[config.mk]
export PLATFORM = sky130hd
export DESIGN_NAME = tag_sample_fifo
export DESIGN_NICKNAME = d
export VERILOG_FILES = /design/src/rtl/tsf_pkg.sv /design/src/rtl/tsf_ctrl.sv /design/src/rtl/tsf_store.sv /design/src/rtl/tsf_flags.sv /design/src/rtl/tag_sample_fifo.sv
export SDC_FILE = /design/constraint.sdc
export NUM_CORES = 1
export LEC_CHECK = 0
export ABC_AREA = 1
export BUFFER_PORTS_ARGS = -buffer_cell sky130_fd_sc_hd__buf_4
export CORE_UTILIZATION = 30
export CTS_CLUSTER_DIAMETER = 200
export DETAILED_ROUTE_END_ITERATION = 12
export GPL_TIMING_DRIVEN = 0
export PLACE_DENSITY = 0.48
export SLEW_MARGIN = 40
export SYNTH_ARGS = -nofsm -noshare
export SYNTH_HDL_FRONTEND = slang
export SYNTH_HIERARCHICAL = 1
export SYNTH_SLANG_ARGS = --single-unit
[constraint.sdc]
create_clock -name clk -period 4.3 [get_ports clk]
set_input_delay 0.43 -clock clk [delete_from_list [all_inputs] [get_ports clk]]
set_output_delay 0.43 -clock clk [all_outputs]
set_load 0.05 [all_outputs]
[src/rtl/tsf_pkg.sv]
package tsf_pkg;
   typedef enum logic {
      MODE_ADC = 1'b0,
      MODE_TBL = 1'b1
   } fifo_mode_e;

   typedef struct packed {
      logic adc_busy;
      logic alu_busy;
      logic empty;
      logic ovr;
   } stat_t;

   localparam int STAT_W = 4;
endpackage

[src/rtl/tsf_ctrl.sv]
module tsf_ctrl #(
   parameter int DEPTH = 16,
   localparam int PTR_W = $clog2(DEPTH),
   localparam int CNT_W = $clog2(DEPTH + 1)
) (
   input  logic             clk,
   input  logic             rst_n,
   input  logic             mode_tbl,
   input  logic             mon_en,
   input  logic             wr_en,
   input  logic             rd_en,
   input  logic             sw_clr,
   output logic [PTR_W-1:0] wr_ptr,
   output logic [PTR_W-1:0] rd_ptr,
   output logic [CNT_W-1:0] occ,
   output logic             do_wr,
   output logic             ovf_evt,
   output logic             full_tbl
);
   localparam int ADC_DEPTH = DEPTH - 1;
   localparam logic [CNT_W-1:0] CAP_TBL = CNT_W'(DEPTH);
   localparam logic [CNT_W-1:0] CAP_ADC = CNT_W'(ADC_DEPTH);

   logic [PTR_W-1:0] wr_nxt, rd_nxt;
   logic pop, acc, drop, full_adc;

   // Pointer wrap: free running when the depth is a power of two.
   generate
      if ((DEPTH & (DEPTH - 1)) == 0) begin : g_wrap_pow2
         assign wr_nxt = wr_ptr + 1'b1;
         assign rd_nxt = rd_ptr + 1'b1;
      end else begin : g_wrap_cmp
         assign wr_nxt = (wr_ptr == PTR_W'(DEPTH - 1)) ? '0 : wr_ptr + 1'b1;
         assign rd_nxt = (rd_ptr == PTR_W'(DEPTH - 1)) ? '0 : rd_ptr + 1'b1;
      end
   endgenerate

   always_comb begin
      full_tbl = (occ == CAP_TBL);
      full_adc = (occ >= CAP_ADC);
      pop      = rd_en & (occ != '0);
      acc      = wr_en & (mode_tbl ? (~full_tbl | pop) : mon_en);
      drop     = acc & ~pop & ~mode_tbl & full_adc;
      do_wr    = acc & ~sw_clr;
      ovf_evt  = drop & ~sw_clr;
   end

   always_ff @(posedge clk or negedge rst_n) begin
      if (!rst_n) begin
         wr_ptr <= '0;
         rd_ptr <= '0;
         occ    <= '0;
      end else if (sw_clr) begin
         wr_ptr <= '0;
         rd_ptr <= '0;
         occ    <= '0;
      end else begin
         if (acc) wr_ptr <= wr_nxt;
         if (pop | drop) rd_ptr <= rd_nxt;
         case ({acc & ~drop, pop})
            2'b10:   occ <= occ + 1'b1;
            2'b01:   occ <= occ - 1'b1;
            default: occ <= occ;
         endcase
      end
   end
endmodule

[src/rtl/tsf_store.sv]
module tsf_store #(
   parameter int DEPTH  = 16,
   parameter int WORD_W = 16,
   localparam int PTR_W = $clog2(DEPTH)
) (
   input  logic              clk,
   input  logic              rst_n,
   input  logic              we,
   input  logic [PTR_W-1:0]  waddr,
   input  logic [WORD_W-1:0] wdata,
   input  logic [PTR_W-1:0]  raddr,
   output logic [WORD_W-1:0] rdata
);
   logic [WORD_W-1:0] slot [DEPTH];

   generate
      for (genvar i = 0; i < DEPTH; i++) begin : g_slot
         always_ff @(posedge clk or negedge rst_n) begin
            if (!rst_n)                            slot[i] <= '0;
            else if (we && waddr == PTR_W'(i))     slot[i] <= wdata;
         end
      end
   endgenerate

   assign rdata = slot[raddr];
endmodule

[src/rtl/tsf_flags.sv]
module tsf_flags
   import tsf_pkg::*;
(
   input  logic  clk,
   input  logic  rst_n,
   input  logic  mode_tbl,
   input  logic  ovf_evt,
   input  logic  stat_rd,
   input  logic  sw_clr,
   input  logic  full_tbl,
   input  logic  empty,
   input  logic  adc_busy,
   input  logic  alu_busy,
   output stat_t stat
);
   logic sticky;

   always_ff @(posedge clk or negedge rst_n) begin
      if (!rst_n)      sticky <= 1'b0;
      else if (sw_clr) sticky <= 1'b0;
      else             sticky <= (sticky & ~stat_rd) | ovf_evt;
   end

   always_comb begin
      stat.adc_busy = adc_busy;
      stat.alu_busy = alu_busy;
      stat.empty    = empty;
      stat.ovr      = (mode_tbl == MODE_TBL) ? full_tbl : sticky;
   end
endmodule

[src/rtl/tag_sample_fifo.sv]
module tag_sample_fifo
   import tsf_pkg::*;
#(
   parameter int TAG_W     = 4,
   parameter int PAY_W     = 12,
   parameter int TBL_DEPTH = 16,
   localparam int WORD_W = TAG_W + PAY_W,
   localparam int PTR_W  = $clog2(TBL_DEPTH),
   localparam int CNT_W  = $clog2(TBL_DEPTH + 1)
) (
   input  logic              clk,
   input  logic              rst_n,
   input  logic              mode_tbl,
   input  logic              mon_en,
   input  logic              wr_en,
   input  logic [TAG_W-1:0]  wr_tag,
   input  logic [PAY_W-1:0]  wr_pay,
   input  logic              rd_en,
   output logic [WORD_W-1:0] rd_word,
   input  logic              sw_clr,
   input  logic              stat_rd,
   input  logic              adc_busy,
   input  logic              alu_busy,
   output logic [STAT_W-1:0] status
);
   generate
      if (TAG_W < 1) begin : g_bad_tag
         $error("tag_sample_fifo: TAG_W must be at least 1");
      end
      if (PAY_W < STAT_W) begin : g_bad_pay
         $error("tag_sample_fifo: PAY_W must hold the status word");
      end
      if (TBL_DEPTH < 2) begin : g_bad_depth
         $error("tag_sample_fifo: TBL_DEPTH must be at least 2");
      end
   endgenerate

   localparam logic [WORD_W-1:0] EMPTY_HDR = {{TAG_W{1'b1}}, {PAY_W{1'b0}}};

   logic [PTR_W-1:0]  wr_ptr, rd_ptr;
   logic [CNT_W-1:0]  occ;
   logic              do_wr, ovf_evt, full_tbl, empty;
   logic [WORD_W-1:0] head;
   stat_t             stat;

   tsf_ctrl #(.DEPTH(TBL_DEPTH)) u_ctrl (
      .clk(clk), .rst_n(rst_n), .mode_tbl(mode_tbl), .mon_en(mon_en),
      .wr_en(wr_en), .rd_en(rd_en), .sw_clr(sw_clr),
      .wr_ptr(wr_ptr), .rd_ptr(rd_ptr), .occ(occ), .do_wr(do_wr),
      .ovf_evt(ovf_evt), .full_tbl(full_tbl)
   );

   tsf_store #(.DEPTH(TBL_DEPTH), .WORD_W(WORD_W)) u_store (
      .clk(clk), .rst_n(rst_n), .we(do_wr), .waddr(wr_ptr),
      .wdata({wr_tag, wr_pay}), .raddr(rd_ptr), .rdata(head)
   );

   assign empty = (occ == '0);

   tsf_flags u_flags (
      .clk(clk), .rst_n(rst_n), .mode_tbl(mode_tbl), .ovf_evt(ovf_evt),
      .stat_rd(stat_rd), .sw_clr(sw_clr), .full_tbl(full_tbl),
      .empty(empty), .adc_busy(adc_busy), .alu_busy(alu_busy), .stat(stat)
   );

   assign status = stat;

   always_ff @(posedge clk or negedge rst_n) begin
      if (!rst_n) rd_word <= '0;
      else if (rd_en && !sw_clr)
         rd_word <= empty ? (EMPTY_HDR | WORD_W'(status)) : head;
   end
endmodule

==> qor.csv, run 1 <==
metric;value;unit
wl_per_cell;20.07;µm
ys.flop_type;dfrtp_1;
vias;12610;
synth.largest_area_cell;dfrtp_1;
synth_xor_area_share;0.1245;%
crit_required;4.68;ns
syn_nets;1908;
ys_top_cells_by_area;dfrtp_1 (51%), nand2_1 (17%), o21ai_0 (9.1%);
insertion_delay;0.52;ns
crit_arrival;2.99;ns
cts_buffers;36;
drtPass1Iterations;8;
synthAdderAreaFrac;0.5867;%
worst_setup_path_start_kind;flop;
path_clk_slew;0.06;ns
viasPerCell;4.859;
status;finished, final reports clean;
hp-start;sw_clr;
fin_setup_tns;0;ns
boundaryPins;46;
grt_pass1_vias;12180;
syn_area;0.01407;mm²
reg2reg_depth;10;
finalCritPeriodShare;60.69;%
synth_compound_area_share;9.912;%
fin_nets;1995;
seq_area_frac_synth;50.85;%
initial_utilization;30.30;%
synth_edf_count;0;
synthCells;1876;
slew_violations;0;
fin_crit;2.610;ns
root_buffer;clkbuf_16;
htreeDepth;2;
rsz0062_at_grt;no;
p_per_area;612.2;mW/mm²
hold_viol;0;
die_w;218.6;µm
antenna_found_initial;0;
synthSimpleGateAreaFrac;28.22;%
ys_seq_elements;286;
cts_tree;yes;
grt_pass1_wl;78580;µm
rows;79;
async_flop_share;100.0;%
wl;52100;µm
ys_types;36;
grt_max_degree;74;
post-route-drc-count;0;
min_to;u_flags/sticky;
numPortBuffers;43;
worst_pin_slew;0.8892;ns
track_usage;22.40;%
crit_start;u_ctrl/occ[3];
syn_to_final_growth;17.33;%
clockBufferDepth;3;
fmax;0.3832;GHz
clock-sinks;286;
min_path_type;input pin to flop;
dieArea;0.04779;mm²
core;0.04646;mm²
r2r-end;u_store/slot[221];
hpwl;38810;µm
timing.slew.headroom;40.72;%
die_height;218.6;µm
r2r-start;u_ctrl/occ[3];
crit_type;flop to flop;
initialDrtViolationCount;1327;
ant_nets;0;
drv_cap;0;
finalWeightedCongestion;1.026;
synthMuxAreaShare;0;%
power;10.11;mW
crit_fanout;11;
setup_viol;0;
synth_top_area_share;50.85;%
overflow;0;
r2r_setup_slack;1.69;ns
hold_depth;2;
ys_warn_count;6;
end_kind;flop;
drive_gt1_share;9.054;%
synth_top_family_by_area;simple AND/OR/NAND/NOR gates;
ir_worst_vdd;395.0;µV
cts_setup_buffers;0;
leakagePower;8.050;nW
synth_area_per_cell;7.503;µm²
whs;0.09516;ns
finClkSkew;0.009646;ns
-- where the power goes --
group	switching, mW	internal, mW
clock	1.18	1.91
sequential	0.288	3.17
combinational	2.55	1.01
-- critical path, stage by stage (launching register included) --
cell	delay (ns)
dfrtp_1	0.47
nor2_1	0.13
nand4_2	0.13
nand2_4	0.10
nor2_4	0.30
inv_1	0.10
nor3_2	0.42
nand2_1	0.25
clkbuf_1	0.32
nand2_1	0.13
o21ai_0	0.09
-- per-stage QoR --
| stage | area, µm² | cells | worst slack, ns | util [%] |
|---|---|---|---|---|
| final | 16510 | 2596 | 1.690 | 35.55 |
| after global routing | 16510 | 2595 | 1.481 | 35.54 |
| after CTS | 16510 | 2595 | 1.669 | 35.54 |
| after detailed placement | 15290 | 2531 | 1.561 | 32.90 |
| after global placement | 15160 | 2526 | 0.06592 | 32.63 |
| after floorplan | 14070 | 1876 | 2.258 | - |
-- cell usage after synthesis (2+ instances only) --
cell type  count
a21oi_1        6
a21oi_2        5
buf_1         13
buf_2         28
buf_4          5
clkbuf_1      75
dfrtp_1      286
ha_1           5
inv_1        242
inv_2          5
nand2_1      656
nand2_2        2
nand2_4        5
nand3_1      224
nand4_1        4
nor2_1        25
nor2_2         4
nor2_4         6
nor3_2         3
o21ai_0      255
o21ai_1        6
or2_2          2
-- registers in the layout, indices dropped and copies added, names as in the netlist --
signal	cells
rd_word	16
u_ctrl/occ	5
u_store/slot	256
u_flags/sticky	1
u_ctrl/rd_ptr	4
u_ctrl/wr_ptr	4
-- cell families (layout without fill, tap and decap cells) --
family                     Yosys count  count (layout)
DFF                                286             286
buffers and inverters              370             482
and+or+nand+nor                    938             938
xor gates and xnor gates             2               2
adders and majority gates            6               6
AOI/OAI and AO/OA                  274             274
other                                0               1
-- layout by cell type (no fill, tap or decap), drive strengths merged, types with 2 or more instances in the layout --
cell,netlist,final
dfrtp,286,286
a21oi,11,11
bufinv,0,3
and3,2,2
nor2,35,35
buf,47,95
clkbuf,75,126
o21ai,261,261
nand4,5,5
inv,247,247
nor3,4,4
nand3,226,226
clkinv,1,9
or2,2,2
nand2,663,663
ha,5,5
-- metal layers --
metal / vias to the layer above / GRT usage (%) / wire length (µm)
met5: - / 0 / 0
met2: 434 / 34.03 / 22680
met1: 6079 / 32.24 / 24190
met4: 0 / 8.112 / 1843
li1: 6022 / - / -
met3: 79 / 3.020 / 3379
-- final cells by class --
type / count / area (µm²)
fill: 5021 / 29940
sequential: 286 / 7157
multi-input combinational: 1220 / 5468
clock buffer: 51 / 1069
inverter: 248 / 930.9
tap: 607 / 759.5
buffer: 122 / 524.3
timing repair buffer: 49 / 457.9
clock inverter: 12 / 145.1
antenna: 1 / 2.502
-- worst max path at each step --
stage	slack, ns	end
after floorplan	2.26	u_ctrl/occ[4]
after global placement	0.07	u_ctrl/occ[4]
after detailed placement	1.56	u_store/slot[210]
after CTS	1.67	u_store/slot[210]
after global routing	1.48	u_store/slot[19]
final	1.69	u_store/slot[221]
-- repair_timing --
| action | CTS | global route |
|---|---|---|
| gates resized for setup | 0 | 0 |
| hold buffers | 1 | 0 |
| hold endpoints to repair | 49 | 0 |
Note: power is estimated with default switching activity, not from simulation.
==> inputs of run 2 (changes only) <==
- clock period: 4.3 -> 2.45 ns (I/O delays scaled with it)
==> run 2 against run 1 <==
- worst setup slack worse by 1.6 ns
- global-route usage grew 0.063 points
- critical path depth rose by 1
- flip-flop and latch count stayed put
- register-to-register slack got worse by 1.6 ns
- wire length grew 0.24%
- first-iteration DRC count is 2.0% higher
==> qor.csv, run 2 (same netlist as run 1, synthesis figures left out) <==
metric;value;unit
min_to;u_store/slot[228];
clockBufferDepth;3;
core;0.04646;mm²
r2r-start;u_ctrl/rd_ptr[0];
drv_cap;0;
clock-sinks;286;
largest_register;u_store/slot;
crit_required;2.86;ns
design_area;0.01664;mm²
wl;52220;µm
grt_pass1_vias;12210;
insertion_delay;0.53;ns
placed_area;0.01529;mm²
fmax;0.4167;GHz
p_per_area;1072;mW/mm²
wl_per_cell;20.05;µm
htreeDepth;2;
initial_utilization;30.30;%
fill_cells;5026;
status;finished, final reports clean;
grt_pass1_wl;78830;µm
finClkSkew;0.01247;ns
rows;79;
largest_reg_flops;256;
min_path_type;input pin to flop;
worst_setup_path_start_kind;flop;
r2r-end;rd_word[12];
die_w;218.6;µm
cts_tree;yes;
end_kind;flop;
timing.slew.headroom;39.93;%
drive_gt1_share;10.27;%
ir_worst_vdd;692.0;µV
overflow;0;
hold_depth;3;
root_buffer;clkbuf_16;
boundaryPins;46;
power;17.84;mW
crit_type;flop to flop;
dieArea;0.04779;mm²
syn_to_final_growth;18.24;%
post-route-drc-count;0;
setup_viol;0;
finalWeightedCongestion;1.026;
slew_violations;0;
grt_max_degree;74;
reg2reg_depth;11;
fin_crit;2.400;ns
vias;12670;
numPortBuffers;43;
fin_nets;2003;
crit_arrival;2.81;ns
drtPass1Iterations;5;
leakagePower;8.139;nW
antenna_found_initial;0;
path_clk_slew;0.06;ns
hold_viol;0;
worst_pin_slew;0.9011;ns
initialDrtViolationCount;1353;
r2r_setup_slack;0.05;ns
top_regs;u_store/slot x256, rd_word x16, u_ctrl/occ x5;
cts_buffers;36;
ant_nets;0;
hpwl;38810;µm
viasPerCell;4.864;
fin_setup_tns;0;ns
hp-start;wr_pay[4];
track_usage;22.46;%
final_common_cell;nand2_1;
finalCritPeriodShare;97.95;%
crit_fanout;10;
final_cell_mix;nand2_1 (656), dfrtp_1 (282), o21ai_0 (255);
die_height;218.6;µm
run 2: cell types whose count changed in the layout (fill, tap and decap cells not counted), sizes merged:
cell         change
dlygate4sd3      +6
clkbuf           +2
run 2: power breakdown:
group,internal [mW],total [mW],switching (mW)
combinational,1.81,6.32,4.51
clock,3.35,5.43,2.08
sequential,5.56,6.09,0.522
total,10.7,17.8,7.12
run 2: final cells by class:
type                            instances  area [µm²]  share of cell area, %
Sequential cell                       286        7162                  43.03
Multi-Input combinational cell       1220        5492                  33.00
Clock buffer                           51        1069                  6.421
Inverter                              248       930.9                  5.594
Tap cell                              607       759.5                  4.564
Buffer                                122       549.3                  3.301
Timing Repair Buffer                   57       533.0                  3.203
Clock inverter                         12       145.1                 0.8721
Antenna cell                            1       2.502                0.01504
run 2: metal layers:
layer / global-route usage, % / up-vias / wire length [µm]
li1: - / 6033 / -
met1: 32.43 / 6127 / 24430
met2: 34.14 / 431 / 22610
met3: 2.770 / 75 / 3323
met4: 8.275 / 0 / 1862
met5: 0 / - / 0
run 2: how the worst max path moves through the flow:
stage / start / endpoint / slack, ns / cells after the start
after floorplan: u_ctrl/occ[1] / u_ctrl/occ[4] / 0.41 / 13
after global placement: rst_n / u_ctrl/occ[4] / -1.60 / 1
after detailed placement: u_ctrl/occ[3] / u_store/slot[210] / -0.18 / 10
after CTS: u_ctrl/rd_ptr[0] / rd_word[10] / 0.03 / 10
after global routing: u_ctrl/rd_ptr[0] / rd_word[12] / -0.009 / 11
final: u_ctrl/rd_ptr[0] / rd_word[12] / 0.05 / 11
run 2: critical path: stages (launching register included):
cell and delay, ns:
dfrtp_1 0.44, buf_2 0.20, inv_2 0.17, buf_2 0.27
clkbuf_4 0.29, nand2_1 0.07, nand3_1 0.11, nand3_1 0.10
nand3_1 0.24, nand2_1 0.17, nor2_1 0.16, a21oi_2 0.06
run 2: per-stage QoR:
stage	util [%]	std cells	setup WS (ns)	hold WS, ns
floorplan	-	1876	0.4081	-0.05059
global placement	32.63	2526	-1.599	0.4341
detailed placement	32.90	2531	-0.1796	0.1949
CTS	35.72	2603	0.02600	0.001788
global route	35.82	2603	-0.008784	0.01945
finish	35.82	2604	0.05025	0.006369
run 2: repair_timing:
action,in CTS,in global routing
endpoints found under the setup margin,73,121
endpoints found under the hold margin,65,0
hold buffers,7,0
pin swaps,1,0
resized for setup,2,41
buffers inserted,2,0
